==> src/rtl/intPkg.sv <==
package intPkg;

  // Strobes that the control half hands to the datapath each cycle
  typedef struct packed {
    logic fire;      // interrupt taken this cycle
    logic gieDrop;   // global enable goes low
    logic gieRaise;  // global enable goes high
    logic guardSet;  // return seen: block takes until a retire
    logic guardClr;  // main-program instruction retired
  } ctlStrobes_t;

endpackage

==> src/rtl/intCtl.sv <==
module intCtl
  import intPkg::*;
#(
  parameter int NUM_EVT = 4,
  parameter int NUM_LVL = 2,
  localparam int NUM_SRC = NUM_EVT + NUM_LVL,
  localparam int IDX_W = (NUM_SRC > 1) ? $clog2(NUM_SRC) : 1
) (
  input  logic               clk,
  input  logic               rstN,
  input  logic [NUM_EVT-1:0] flagQ,
  input  logic [NUM_LVL-1:0] lvlIn,
  input  logic [NUM_SRC-1:0] srcEn,
  input  logic               gieQ,
  input  logic               guardQ,
  input  logic               gieSet,
  input  logic               gieClr,
  input  logic               retireStb,
  input  logic               retiStb,
  output ctlStrobes_t        strb,
  output logic [IDX_W-1:0]   takeIdx
);

  logic [NUM_SRC-1:0] reqVec;
  logic               pendAny;

  // Request vector: sticky flags first, then live level conditions
  genvar gi;
  generate
    for (gi = 0; gi < NUM_EVT; gi++) begin : g_evtReq
      assign reqVec[gi] = flagQ[gi] & srcEn[gi];
    end
    for (gi = 0; gi < NUM_LVL; gi++) begin : g_lvlReq
      assign reqVec[NUM_EVT+gi] = lvlIn[gi] & srcEn[NUM_EVT+gi];
    end
  endgenerate

  // Fixed priority: lowest index wins
  always_comb begin
    pendAny = 1'b0;
    takeIdx = '0;
    for (int i = NUM_SRC - 1; i >= 0; i--) begin
      if (reqVec[i]) begin
        pendAny = 1'b1;
        takeIdx = IDX_W'(i);
      end
    end
  end

  always_comb begin
    strb.fire     = pendAny & gieQ & ~guardQ & ~gieClr & ~retiStb;
    strb.gieDrop  = strb.fire | gieClr;
    strb.gieRaise = gieSet | retiStb;
    strb.guardSet = retiStb;
    strb.guardClr = retireStb & ~retiStb;
  end

  AST_FIRE_NEEDS_GIE: assert property (@(posedge clk) disable iff (!rstN)
    strb.fire |-> gieQ) else $error("fire without global enable");
  AST_NO_FIRE_ON_CLR: assert property (@(posedge clk) disable iff (!rstN)
    gieClr |-> !strb.fire) else $error("fire during global clear");
  AST_GUARD_BLOCKS: assert property (@(posedge clk) disable iff (!rstN)
    guardQ |-> !strb.fire) else $error("fire before retire after return");
  AST_WINNER_PENDING: assert property (@(posedge clk) disable iff (!rstN)
    strb.fire |-> (((reqVec >> takeIdx) & NUM_SRC'(1)) != '0)) else $error("winner not pending");
  AST_WINNER_LOWEST: assert property (@(posedge clk) disable iff (!rstN)
    strb.fire |-> ((reqVec & ((NUM_SRC'(1) << takeIdx) - NUM_SRC'(1))) == '0)) else $error("higher priority skipped");

endmodule

==> src/rtl/intDp.sv <==
module intDp
  import intPkg::*;
#(
  parameter int NUM_EVT = 4,
  parameter int NUM_LVL = 2,
  localparam int NUM_SRC = NUM_EVT + NUM_LVL,
  localparam int IDX_W = (NUM_SRC > 1) ? $clog2(NUM_SRC) : 1
) (
  input  logic               clk,
  input  logic               rstN,
  input  logic [NUM_EVT-1:0] evtIn,
  input  logic               flagWrEn,
  input  logic [NUM_EVT-1:0] flagWrData,
  input  ctlStrobes_t        strb,
  input  logic [IDX_W-1:0]   takeIdx,
  output logic [NUM_EVT-1:0] flagQ,
  output logic               gieQ,
  output logic               guardQ
);

  logic [NUM_EVT-1:0] hwClr;
  logic [NUM_EVT-1:0] swClr;
  logic [NUM_EVT-1:0] flagD;

  genvar gi;
  generate
    for (gi = 0; gi < NUM_EVT; gi++) begin : g_hwClr
      assign hwClr[gi] = strb.fire & (takeIdx == IDX_W'(gi));
    end
  endgenerate

  assign swClr = flagWrEn ? flagWrData : '0;
  // New events override both kinds of clear
  assign flagD = (flagQ & ~hwClr & ~swClr) | evtIn;

  always_ff @(posedge clk) begin
    if (!rstN) begin
      flagQ  <= '0;
      gieQ   <= 1'b0;
      guardQ <= 1'b0;
    end else begin
      flagQ <= flagD;
      if (strb.gieDrop)       gieQ <= 1'b0;
      else if (strb.gieRaise) gieQ <= 1'b1;
      if (strb.guardSet)      guardQ <= 1'b1;
      else if (strb.guardClr) guardQ <= 1'b0;
    end
  end

  AST_EVT_STICKS: assert property (@(posedge clk) disable iff (!rstN)
    (evtIn != '0) |=> ((flagQ & $past(evtIn)) == $past(evtIn))) else $error("event lost");
  AST_TAKE_CLEARS_FLAG: assert property (@(posedge clk) disable iff (!rstN)
    ((hwClr & ~evtIn) != '0) |=> ((flagQ & $past(hwClr & ~evtIn)) == '0)) else $error("taken flag kept");
  AST_TAKE_DROPS_GIE: assert property (@(posedge clk) disable iff (!rstN)
    strb.fire |=> !gieQ) else $error("global enable kept after take");
  AST_GUARD_AFTER_RETI: assert property (@(posedge clk) disable iff (!rstN)
    strb.guardSet |=> guardQ) else $error("no guard after return");
  AST_HWCLR_ONEHOT: assert property (@(posedge clk) disable iff (!rstN)
    $onehot0(hwClr)) else $error("several flags cleared by one take");

endmodule

==> src/rtl/intFlagCtrl.sv <==
module intFlagCtrl
  import intPkg::*;
#(
  parameter int NUM_EVT = 4,
  parameter int NUM_LVL = 2,
  localparam int NUM_SRC = NUM_EVT + NUM_LVL,
  localparam int IDX_W = (NUM_SRC > 1) ? $clog2(NUM_SRC) : 1
) (
  input  logic               clk,
  input  logic               rstN,
  input  logic [NUM_EVT-1:0] evtIn,
  input  logic [NUM_LVL-1:0] lvlIn,
  input  logic [NUM_SRC-1:0] srcEn,
  input  logic               gieSet,
  input  logic               gieClr,
  input  logic               retireStb,
  input  logic               retiStb,
  input  logic               flagWrEn,
  input  logic [NUM_EVT-1:0] flagWrData,
  output logic [NUM_EVT-1:0] flagRd,
  output logic               gieOut,
  output logic               takeReq,
  output logic [IDX_W-1:0]   takeIdx
);

  ctlStrobes_t        strb;
  logic [NUM_EVT-1:0] flagQ;
  logic               gieQ;
  logic               guardQ;

  intCtl #(.NUM_EVT(NUM_EVT), .NUM_LVL(NUM_LVL)) i_ctl (
    .clk(clk), .rstN(rstN), .flagQ(flagQ), .lvlIn(lvlIn), .srcEn(srcEn),
    .gieQ(gieQ), .guardQ(guardQ), .gieSet(gieSet), .gieClr(gieClr),
    .retireStb(retireStb), .retiStb(retiStb), .strb(strb), .takeIdx(takeIdx)
  );

  intDp #(.NUM_EVT(NUM_EVT), .NUM_LVL(NUM_LVL)) i_dp (
    .clk(clk), .rstN(rstN), .evtIn(evtIn), .flagWrEn(flagWrEn),
    .flagWrData(flagWrData), .strb(strb), .takeIdx(takeIdx),
    .flagQ(flagQ), .gieQ(gieQ), .guardQ(guardQ)
  );

  assign flagRd  = flagQ;
  assign gieOut  = gieQ;
  assign takeReq = strb.fire;

endmodule

==> config.mk <==
export PLATFORM = sky130hd
export DESIGN_NAME = intFlagCtrl
export DESIGN_NICKNAME = d
export VERILOG_FILES = /design/src/rtl/intPkg.sv /design/src/rtl/intCtl.sv /design/src/rtl/intDp.sv /design/src/rtl/intFlagCtrl.sv
export SDC_FILE = /design/constraint.sdc
export NUM_CORES = 1
export LEC_CHECK = 0
export BUFFER_PORTS_ARGS = -buffer_cell sky130_fd_sc_hd__clkbuf_2
export CAP_MARGIN = 25
export CORE_AREA = 3 3 40 42
export CTS_BUF_LIST = sky130_fd_sc_hd__clkbuf_4
export CTS_CLUSTER_DIAMETER = 40
export DETAILED_ROUTE_END_ITERATION = 6
export DIE_AREA = 0 0 43 45
export MAX_ROUTING_LAYER = met4
export PLACE_DENSITY_LB_ADDON = 0.12
export SLEW_MARGIN = 15
export SYNTH_ARGS = -nofsm -noshare
export SYNTH_HDL_FRONTEND = slang
export SYNTH_HIERARCHICAL = 1
export SYNTH_SLANG_ARGS = --single-unit
==> constraint.sdc <==
create_clock -name clk -period 2.31 [get_ports clk]
set_clock_uncertainty 0.15 [all_clocks]
set_input_delay 0.3465 -clock clk [delete_from_list [all_inputs] [get_ports clk]]
set_output_delay 0.3465 -clock clk [all_outputs]
set_load 0.005 [all_outputs]
# Word level (Yosys, flattened, before mapping)
# Cells that the tools add are included.
dict set report totals {
  register_bits 6
  out_inout_bits 9
  word_cells 50
}
dict set report op_classes {
  eq_ne 3
  muxes 15
  bitwise_logic 26
  n_reduce_logical 3
}
# op n
set op_table {}
lappend op_table {{2-to-1 mux 3 bit} 6}
lappend op_table {{AND 1 bit} 15}
lappend op_table {{AND 4 bit} 2}
lappend op_table {{2-to-1 mux 1 bit} 8}
lappend op_table {{inverter 4 bit} 2}
lappend op_table {{equality test 3 x 2 -> 1 bit (second input constant)} 2}
lappend op_table {{2-to-1 mux 4 bit} 1}
lappend op_table {{inverter 1 bit} 4}
lappend op_table {{bitwise OR 4 bit} 1}
lappend op_table {{equality test 3 x 1 -> 1 bit (second input constant)} 1}
lappend op_table {{logical NOT 3 bit} 1}
lappend op_table {{bitwise OR 1 bit} 2}
lappend op_table {{nonzero test 2 bit} 1}
lappend op_table {{OR reduction 2 bit} 1}

# Depth between registers and ports, before layout
# Gate-level depths: netlist of the first run.
dict set report depth {
  ltp_word 16
  ltp_mapped 5
}

# By module
# The synthesis of the first run kept the hierarchy.
# mod instances cells_each area_each_um2
set modules_own_cells {}
lappend modules_own_cells {intDp 1 30 284.0}
lappend modules_own_cells {intCtl 1 20 125.1}

# Worst setup path after synthesis of the first run
# Ideal clock, no wire load.
dict set report synth_timing {
  path_type {input-to-reg}
  from {input port gieClr}
  to {register i_dp.flagQ[2]}
  setup_ns 0.126
  arrival_ns 1.474
  required_time_ns 2.034
  slack_ns 0.560
  stages 4
  cell_sequence {or4b_4 -> a41oi_2 -> nor4bb_1 -> o31ai_1}
}
dict set report synth_between {
  elab_chain_len 8
}
# element line_no
set synth_rtl {}
lappend synth_rtl {{start, declared} intFlagCtrl.sv:15} ;# input logic gieClr,
lappend synth_rtl {{inverter 1 bit} intCtl.sv:51} ;# strb.fire = pendAny & gieQ & ~guardQ & ~gieClr & ~retiStb;
lappend synth_rtl {{AND 1 bit (2 in a row)} intCtl.sv:51}
lappend synth_rtl {{named net takeReq} intFlagCtrl.sv:22} ;# output logic takeReq,
lappend synth_rtl {{AND 1 bit} intDp.sv:28} ;# assign hwClr[gi] = strb.fire & (takeIdx == IDX_W'(gi));
lappend synth_rtl {{inverter 4 bit} intDp.sv:34} ;# assign flagD = (flagQ & ~hwClr & ~swClr) | evtIn;
lappend synth_rtl {{AND 4 bit (2 in a row)} intDp.sv:34}
lappend synth_rtl {{bitwise OR 4 bit} intDp.sv:34}
lappend synth_rtl {{end signal, assigned} intDp.sv:42} ;# flagQ <= flagD;
lappend synth_rtl {{end, declared} intDp.sv:16} ;# output logic [NUM_EVT-1:0] flagQ,
# The timed path passes the listed nets, and every way through them passes these cells.
# A chain may end at the register's enable or synchronous reset.

# Worst setup path after layout of the first run
dict set report layout_timing {
  from {register i_dp.guardQ}
  to {output port takeReq}
}
dict set report layout_between {
  elab_chain_len 4
}
# element line_no
set layout_rtl {}
lappend layout_rtl {{start, declared} intDp.sv:18} ;# output logic guardQ
lappend layout_rtl {{start signal, assigned} intDp.sv:40} ;# guardQ <= 1'b0;
lappend layout_rtl {{start signal, assigned} intDp.sv:45} ;# if (strb.guardSet) guardQ <= 1'b1;
lappend layout_rtl {{start signal, assigned} intDp.sv:46} ;# else if (strb.guardClr) guardQ <= 1'b0;
lappend layout_rtl {{inverter 1 bit} intCtl.sv:51}
lappend layout_rtl {{AND 1 bit (3 in a row)} intCtl.sv:51}
lappend layout_rtl {{end, declared} intFlagCtrl.sv:22}
# Every way passes these cells.

==> impl_metrics.yaml, run 1 <==
sta:
  hold_viol_final: 0
  rsz0062_at_grt: "false"
  clock.fmax_mhz: 499
  timing.final.max_slew_violations: 0
  slew_headroom_pct: 75.8
  fin_crit_sh_pct: 86.7
  setup-tns-final_ps: 0
  setup_violations: 0
  worstMarginPinSlew_ps: 361
  whs_ps: 150
  setup_ws_ps: 307
  fin_crit_ps: 2000
setup_path:
  ff2ff_setup_slack_ps: 500
  slowest_delay_ps: 520
  critPathKind: "flop to primary output"
  crit_chain: "or4b_4, a41oi_2, clkbuf_2"
  cpMaxStageDelayCell: "or4b_4"
  start_kind: "flop"
  crit_path_end_kind: "primary output"
  cp.required_ps: 1810
  crit_family: "simple AND/OR/NAND/NOR gates"
  cp_max_fo: 6
  crit_buf_inv: 1
  crit_arrival_ps: 1510
layout:
  antenna_cells: 0
  fin_nets: 107
  multiInputGateArea_um2: 270
  drive_gt1_share_pct: 46.3
  post-route-util_pct: 45.7
  fillers: 147
  regArea_um2: 120
  area_growth_pct: 43.4
hold_path:
  hp-class: "primary input to flop"
yosys:
  yosysTopAreaCellShare_pct: 29.4
  synth_common_cells: "nand2_1, dfxtp_1, and2_1"
  synth_top_cells_by_area: "dfxtp_1, nand2_1, and2_1"
  ys_seq_area_share_pct: 29.4
  syn_inst: 50
  synthFlopType: "dfxtp_1"
  synthArstFlopShare_pct: 0
  synth_nets: 73
  synth_area_um2: 409
  yosys.area.top_type: "dfxtp_1"
  ys_types: 21
  synth_most_common_cell: "nand2_1"
  ys_ff_latch: 6
  yosys_warnings: 6
  synth-edff-count: 0
  synth.avg_cell_area_um2: 8.18
routing:
  vias: 474
  drt_iter0_drc: 4
  drt-pass1-iter-count: 4
  vias_per_cell: 4.89
  wl_per_cell_um: 10.9
  drc_errors: 0
  wirelength_um: 1060
  antenna_left: 0
power_and_ir_drop:
  pwr-share-seq_pct: 40.5
  switching_power_uw: 82.0
  p_per_area_nw_per_um2: 500
  power.total_uw: 293
  switching_share_pct: 27.9
  power_frac_clock_pct: 33.3
  pwr-share-comb_pct: 26.2
  ir_worst_vdd_mv: 0.235
  power.internal_uw: 211
  leakagePower_nw: 0.294
placement:
  place_ws_ps: 365
  gp_congestion: 0.718
  hpwlAfterDp_um: 890
  io_buffers: 31
floorplanning:
  dieArea_um2: 1940
  die_w_um: 43
  start_util_pct: 31.8
  die-height_um: 45
  core_um2: 1280
  rows: 13
  ios: 32
cts:
  cts_num_sinks: 6
  cts_root_buffer: "clkbuf_4"
  h-tree-depth: 1
  post-cts-setup-buffers: 0
  postCtsHoldBufs: 0
  cts_buffers: 3
  cts-resized-gates: 0
  worst_skew_pair.late_latency_ps: 240
  clkTransAtPathRegs_ps: 50
  clk_path_buf_depth: 2
  cts_tree: "built"
global_routing:
  grt_pass1_vias: 391
  grt_usage_pct: 12.0
  antenna_found_initial: 0
  grt_max_degree: 11
  grt_pass1_wl_um: 1670
  grt_overflow: 0
job:
  drv_cap: 0
status:
  status: "completed"
==> worst reg2reg max path, stage by stage (launching register included) <==
cell	delay (ps)
dfxtp_1	300
or4b_4	520
a41oi_2	270
nor4bb_1	330
o31ai_1	110
==> power by group through the flow <==
stage               registers (mW)  clock network [mW]  logic [mW]
floorplan                    0.121                   0      0.0408
global placement             0.121                   0      0.0781
detailed placement           0.121                   0      0.0778
CTS                          0.119               0.104      0.0781
global route                 0.120               0.109      0.0869
finish                       0.119              0.0976      0.0769
==> flip-flops by register name (all words and copies together) (netlist names) <==
name / flops
i_dp/flagQ: 4
i_dp/gieQ: 1
i_dp/guardQ: 1
==> layout make-up <==
class | instances | area share (%)
clock buffer | 3 | 3.84
multi-input combinational | 42 | 46.1
sequential | 6 | 20.5
tap | 15 | 3.20
timing repair buffer | 31 | 26.4
==> cell usage in the layout, fill, tap and decap left out, drive strengths merged <==
cell type | Yosys | final
o31ai | 3 | 3
nand4b | 1 | 1
nand3 | 2 | 2
o21a | 1 | 1
nor4b | 1 | 1
and2 | 4 | 4
or4b | 1 | 1
nor4bb | 2 | 2
a32oi | 1 | 1
nand2 | 13 | 13
nor2 | 3 | 3
dfxtp | 6 | 6
nor3b | 1 | 1
or2 | 2 | 2
a41oi | 1 | 1
a22oi | 2 | 2
o21ai | 1 | 1
a32o | 1 | 1
nor2b | 2 | 2
clkbuf | 0 | 34
==> per-layer routing <==
metal	track usage, %	part of all wire, %	up-vias
met1	14.3	44	200
met5	-	0	-
met3	3.98	11	2
met4	5.42	0.57	0
met2	18.6	45	22
li1	-	-	250
==> per-stage QoR <==
stage | instances | cell area (µm²)
floorplan | 50 | 409
global route | 97 | 587
global placement | 94 | 564
finish | 97 | 587
CTS | 97 | 587
detailed placement | 94 | 564
==> kinds of logic (layout without fill, tap and decap cells) <==
kind of cell	after synthesis	count (layout)	share of synthesized area [%]
AO/OA/AOI/OAI	10	10	21.1
flip-flops	6	6	29.4
AND/OR/NAND/NOR	32	32	45.0
buffers and inverters	2	34	4.59
==> final timing paths <==
kind / startpoint / to / cells past startpoint
max: i_dp/guardQ / takeReq / 3
min: evtIn[1] / i_dp/flagQ[1] / 3
max reg2reg: i_dp/guardQ / i_dp/flagQ[1] / 4
min reg2reg: i_dp/flagQ[0] / i_dp/flagQ[0] / 2
(Power assumes the default switching activity.)
==> inputs of run 2 (changes only) <==
--- a/config.mk
+++ b/config.mk
@@ -8,7 +8,7 @@
 export BUFFER_PORTS_ARGS = -buffer_cell sky130_fd_sc_hd__clkbuf_2
 export CAP_MARGIN = 25
 export CORE_AREA = 3 3 40 42
-export CTS_BUF_LIST = sky130_fd_sc_hd__clkbuf_4
+export CTS_BUF_LIST = sky130_fd_sc_hd__clkbuf_8
 export CTS_CLUSTER_DIAMETER = 40
 export DETAILED_ROUTE_END_ITERATION = 6
 export DIE_AREA = 0 0 43 45
==> run 2 against run 1 <==
  * Combinational power is 0.5% higher
  * Sequential share of layout area is 0.63 points lower
  * Critical endpoint unchanged
  * Largest power group is now the clock network
  * Cell area is 3.2% higher
  * Setup slack better by 14 ps
  * Non-clock buffer count stayed put
  * Count of clock-buffer cells in the layout stayed put
  * Global-route usage is 0.17 points higher
  * Worst hold slack better by 20 ps
  * Routed wire length is 2.8% higher
==> impl_metrics.yaml, run 2 (synthesis gave the netlist of run 1 again) <==
status:
  status: "completed"
routing:
  drt-pass1-iter-count: 6
  wl_per_cell_um: 11.2
  antenna_left: 0
  drt_iter0_drc: 8
  vias: 482
  vias_per_cell: 4.97
  drc_errors: 0
  wirelength_um: 1090
cts:
  clk_path_buf_depth: 2
  h-tree-depth: 1
  cts_root_buffer: "clkbuf_8"
  cts_num_sinks: 6
  clkTransAtPathRegs_ps: 40
  cts-resized-gates: 0
  worst_skew_pair.late_latency_ps: 220
  cts_tree: "built"
  cts_buffers: 3
  postCtsHoldBufs: 0
  post-cts-setup-buffers: 0
power_and_ir_drop:
  power_frac_clock_pct: 44.6
  leakagePower_nw: 0.301
  p_per_area_nw_per_um2: 586
  power.internal_uw: 265
  switching_power_uw: 89.8
  ir_worst_vdd_mv: 0.297
  pwr-share-seq_pct: 33.6
  pwr-share-comb_pct: 21.8
  switching_share_pct: 25.3
layout:
  drive_gt1_share_pct: 46.3
  top_register: "i_dp/flagQ"
  fillers: 143
  largest_reg_flops: 4
  final_common_cell: "clkbuf_2"
  fin_nets: 107
  final_cell_mix: "clkbuf_2, nand2_1, dfxtp_1, and2_1"
  antenna_cells: 0
  reg.largest.list: "i_dp/flagQ x4, i_dp/gieQ x1, i_dp/guardQ x1"
  area_growth_pct: 48.0
global_routing:
  grt_pass1_vias: 386
  grt_pass1_wl_um: 1660
  antenna_found_initial: 0
  grt_max_degree: 11
  grt_overflow: 0
  grt_usage_pct: 12.2
setup_path:
  critPathKind: "flop to primary output"
  crit_path_end_kind: "primary output"
  slowest_delay_ps: 520
  cp-startpoint: "i_dp/guardQ"
  r2r-start: "i_dp/guardQ"
  cp.required_ps: 1810
  cp_max_fo: 6
  crit_buf_inv: 1
  crit_arrival_ps: 1490
  crit_family: "simple AND/OR/NAND/NOR gates"
  crit_chain: "or4b_4, a41oi_2, clkbuf_2"
  start_kind: "flop"
  cpMaxStageDelayCell: "or4b_4"
sta:
  setup_violations: 0
  rsz0062_at_grt: "false"
  clock.fmax_mhz: 503
  worstMarginPinSlew_ps: 369
  setup-tns-final_ps: 0
  whs_ps: 170
  fin_crit_sh_pct: 86.1
  timing.final.max_slew_violations: 0
  slew_headroom_pct: 75.2
  hold_viol_final: 0
  fin_crit_ps: 1990
floorplanning:
  rows: 13
  die-height_um: 45
  ios: 32
  start_util_pct: 31.8
  die_w_um: 43
  dieArea_um2: 1940
  core_um2: 1280
job:
  drv_cap: 0
placement:
  hpwlAfterDp_um: 890
  gp_congestion: 0.718
  io_buffers: 31
hold_path:
  min_from: "evtIn[1]"
  hp-class: "primary input to flop"
[run 2: changes by cell type in the layout (fill, tap and decap cells not counted)]
cell,previous run,this run
clkbuf_4,3,0
clkbuf_8,0,3
[run 2: power groups by stage]
stage / clock, mW / combinational [mW] / sequential [mW]
CTS: 0.163 / 0.0782 / 0.120
floorplan: 0 / 0.0408 / 0.121
detailed placement: 0 / 0.0778 / 0.121
finish: 0.158 / 0.0773 / 0.119
global placement: 0 / 0.0781 / 0.121
global route: 0.170 / 0.0868 / 0.121
[run 2: routing by layer]
layer / vias to the layer above / wire, µm / global-route usage [%] / share of wire, %
li1: 248 / - / - / -
met1: 206 / 468 / 14.0 / 43
met2: 26 / 482 / 18.6 / 44
met3: 2 / 130 / 5.18 / 12
met4: 0 / 6 / 5.42 / 0.55
met5: - / 0 / - / 0
[run 2: final timing paths]
check,endpoint,slack [ps],cells past startpoint
max,takeReq,320,3
min,i_dp/flagQ[1],170,3
max reg2reg,i_dp/flagQ[1],480,4
min reg2reg,i_dp/flagQ[0],320,2
[run 2: worst register-to-register path, delay by kind of cell (launching register included)]
kind / cells / cell delay [ps]
flops: 1 / 300
compound gates: 2 / 390
simple gates: 2 / 860
[run 2: cell type report]
| cell class | count | area, µm² | share of cell area (%) |
|---|---|---|---|
| timing repair buffer | 31 | 155 | 25.6 |
| clock buffer | 3 | 41.3 | 6.82 |
| sequential | 6 | 120 | 19.8 |
| multi-input combinational | 42 | 270 | 44.6 |
| tap | 15 | 18.8 | 3.10 |
[run 2: stage by stage]
stage	std cells	power [mW]	instance area [µm²]	util, %	worst slack [ps]
detailed placement	94	0.199	564	43.9	365
CTS	97	0.361	606	47.1	313
floorplan	50	0.162	409	-	560
global route	97	0.377	606	47.1	258
global placement	94	0.199	564	43.9	371
finish	97	0.355	606	47.1	320
==> inputs of run 3 (changes only) <==
--- a/config.mk
+++ b/config.mk
@@ -14,7 +14,7 @@
 export DIE_AREA = 0 0 43 45
 export MAX_ROUTING_LAYER = met4
 export PLACE_DENSITY_LB_ADDON = 0.12
-export SLEW_MARGIN = 15
+export SLEW_MARGIN = 30
 export SYNTH_ARGS = -nofsm -noshare
 export SYNTH_HDL_FRONTEND = slang
 export SYNTH_HIERARCHICAL = 1
==> constraint.sdc (replaced) <==
create_clock -name clk -period 2.31 [get_ports clk]
set_clock_uncertainty 0.15 [all_clocks]
set_input_delay 0.462 -clock clk [delete_from_list [all_inputs] [get_ports clk]]
set_output_delay 0.462 -clock clk [all_outputs]
set_load 0.005 [all_outputs]
==> run 3 against run 2 <==
  * Setup slack lost 130 ps
  * Die area is the same
  * Worst hold slack gained 120 ps
  * Critical path depth grew 1
  * Flip-flop and latch count is the same
  * Register-to-register slack gained 20 ps
  * Non-clock buffer count grew 1
  * Sequential share of layout area shrank 0.24 points
  * Global-route usage grew 0.69 points
  * Combinational power grew 3.2%
  * Largest cell class unchanged
  * Maximum frequency shrank 6.1%
  * Power grew 1.1%
==> impl_metrics.yaml, run 3 (synthesis gave the netlist of run 1 again) <==
sta:
  fin_crit_sh_pct: 91.7
  setup_violations: 0
  clock.fmax_mhz: 472
  slew_headroom_pct: 76.7
  setup_ws_ps: 191
  timing.final.max_slew_violations: 0
  rsz0062_at_grt: "false"
  worstMarginPinSlew_ps: 347
  fin_crit_ps: 2120
  hold_viol_final: 0
  setup-tns-final_ps: 0
routing:
  drc_errors: 0
  drt_iter0_drc: 5
  vias_per_cell: 4.95
  drt-pass1-iter-count: 2
  wirelength_um: 1130
  wl_per_cell_um: 11.6
  vias: 485
  antenna_left: 0
setup_path:
  rr_worst_depth: 4
  reg2reg_to: "i_dp/flagQ[2]"
  critPathKind: "primary input to primary output"
  cpMaxStageDelayCell: "or4b_4"
  cp-startpoint: "gieClr"
  cp.required_ps: 1700
  crit_end: "takeReq"
  slowest_delay_ps: 500
  crit_family: "simple AND/OR/NAND/NOR gates"
  cp_max_fo: 6
  crit_cells: 4
  crit_chain: "clkbuf_2, or4b_4, a41oi_2, clkbuf_2"
  crit_buf_inv: 2
  r2r-start: "i_dp/guardQ"
  ff2ff_setup_slack_ps: 500
  start_kind: "primary input"
  crit_path_end_kind: "primary output"
  crit_arrival_ps: 1510
  cpMostUsedCell: "clkbuf_2"
cts:
  cts_tree: "built"
  clkTransAtPathRegs_ps: 40
  cts_root_buffer: "clkbuf_8"
  worst_skew_pair.late_latency_ps: 220
  post-cts-setup-buffers: 0
  h-tree-depth: 1
  postCtsHoldBufs: 0
  cts_num_sinks: 6
  clk_path_buf_depth: 2
  cts-resized-gates: 0
  cts_buffers: 3
hold_path:
  hp-class: "primary input to flop"
floorplanning:
  dieArea_um2: 1940
  ios: 32
  start_util_pct: 31.8
  rows: 13
  die_w_um: 43
  die-height_um: 45
  core_um2: 1280
layout:
  largest_reg_flops: 4
  drive_gt1_share_pct: 47.0
  fillers: 140
  final_common_cell: "clkbuf_2"
  post-route-util_pct: 47.7
  fin_nets: 108
  reg.largest.list: "i_dp/flagQ x4, i_dp/gieQ x1, i_dp/guardQ x1"
  top_register: "i_dp/flagQ"
  area_growth_pct: 49.8
  fin_cells: 98
  final_cell_mix: "clkbuf_2, nand2_1, dfxtp_1, and2_1"
  antenna_cells: 0
placement:
  place_ws_ps: 195
  gp_congestion: 0.719
  dp_cells: 95
  io_buffers: 31
global_routing:
  antenna_found_initial: 0
  grt_max_degree: 11
  grt_usage_pct: 12.9
  grt_overflow: 0
  grt_pass1_vias: 415
  grt_pass1_wl_um: 1760
power_and_ir_drop:
  ir_worst_vdd_mv: 0.426
  leakagePower_nw: 0.307
  p_per_area_nw_per_um2: 585
  power.total_uw: 359
job:
  drv_cap: 0
status:
  status: "completed"
-- run 3: cell count changes in the layout (fill, tap and decap cells not counted) --
cell	change
buf_4	+1
-- run 3: how the worst min path moves through the flow --
stage / start / endpoint / slack [ps] / cells past startpoint
after global placement: i_dp/flagQ[0] / i_dp/flagQ[0] / 310 / 2
after detailed placement: i_dp/flagQ[0] / i_dp/flagQ[0] / 320 / 2
after global routing: evtIn[2] / i_dp/flagQ[2] / 300 / 3
after floorplan: i_dp/flagQ[0] / i_dp/flagQ[0] / 310 / 2
final: evtIn[1] / i_dp/flagQ[1] / 290 / 3
after CTS: evtIn[0] / i_dp/flagQ[0] / 290 / 3
-- run 3: final cells by class --
cell class / instances / area, µm² / share of cell area, %
multi-input combinational: 42 / 270 / 44.1
timing repair buffer: 32 / 163 / 26.5
sequential: 6 / 120 / 19.6
clock buffer: 3 / 41.3 / 6.73
tap: 15 / 18.8 / 3.06
-- run 3: layer usage --
| metal | wire length (µm) | vias up | track usage [%] |
|---|---|---|---|
| li1 | - | 250 | - |
| met1 | 482 | 211 | 14.8 |
| met2 | 512 | 22 | 19.8 |
| met3 | 127 | 2 | 5.58 |
| met4 | 11 | 0 | 5.42 |
| met5 | 0 | - | - |
-- run 3: report_power, final --
| group | internal (mW) | total [mW] | switching (mW) |
|---|---|---|---|
| logic | 0.0420 | 0.0798 | 0.0378 |
| clock network | 0.112 | 0.159 | 0.0471 |
| registers | 0.113 | 0.120 | 0.00692 |
-- run 3: worst register-to-register path, cell delays in order, from the launching register on --
cell and delay [ps]:
dfxtp_1 300, or4b_4 520, a41oi_2 280, nor4bb_1 330, o31ai_1 110
-- run 3: through the flow --
stage / hold slack [ps] / instance area [µm²]
final: 285 / 613
after global routing: 305 / 613
after CTS: 287 / 613
after detailed placement: 324 / 572
after global placement: 312 / 572
after floorplan: 314 / 409
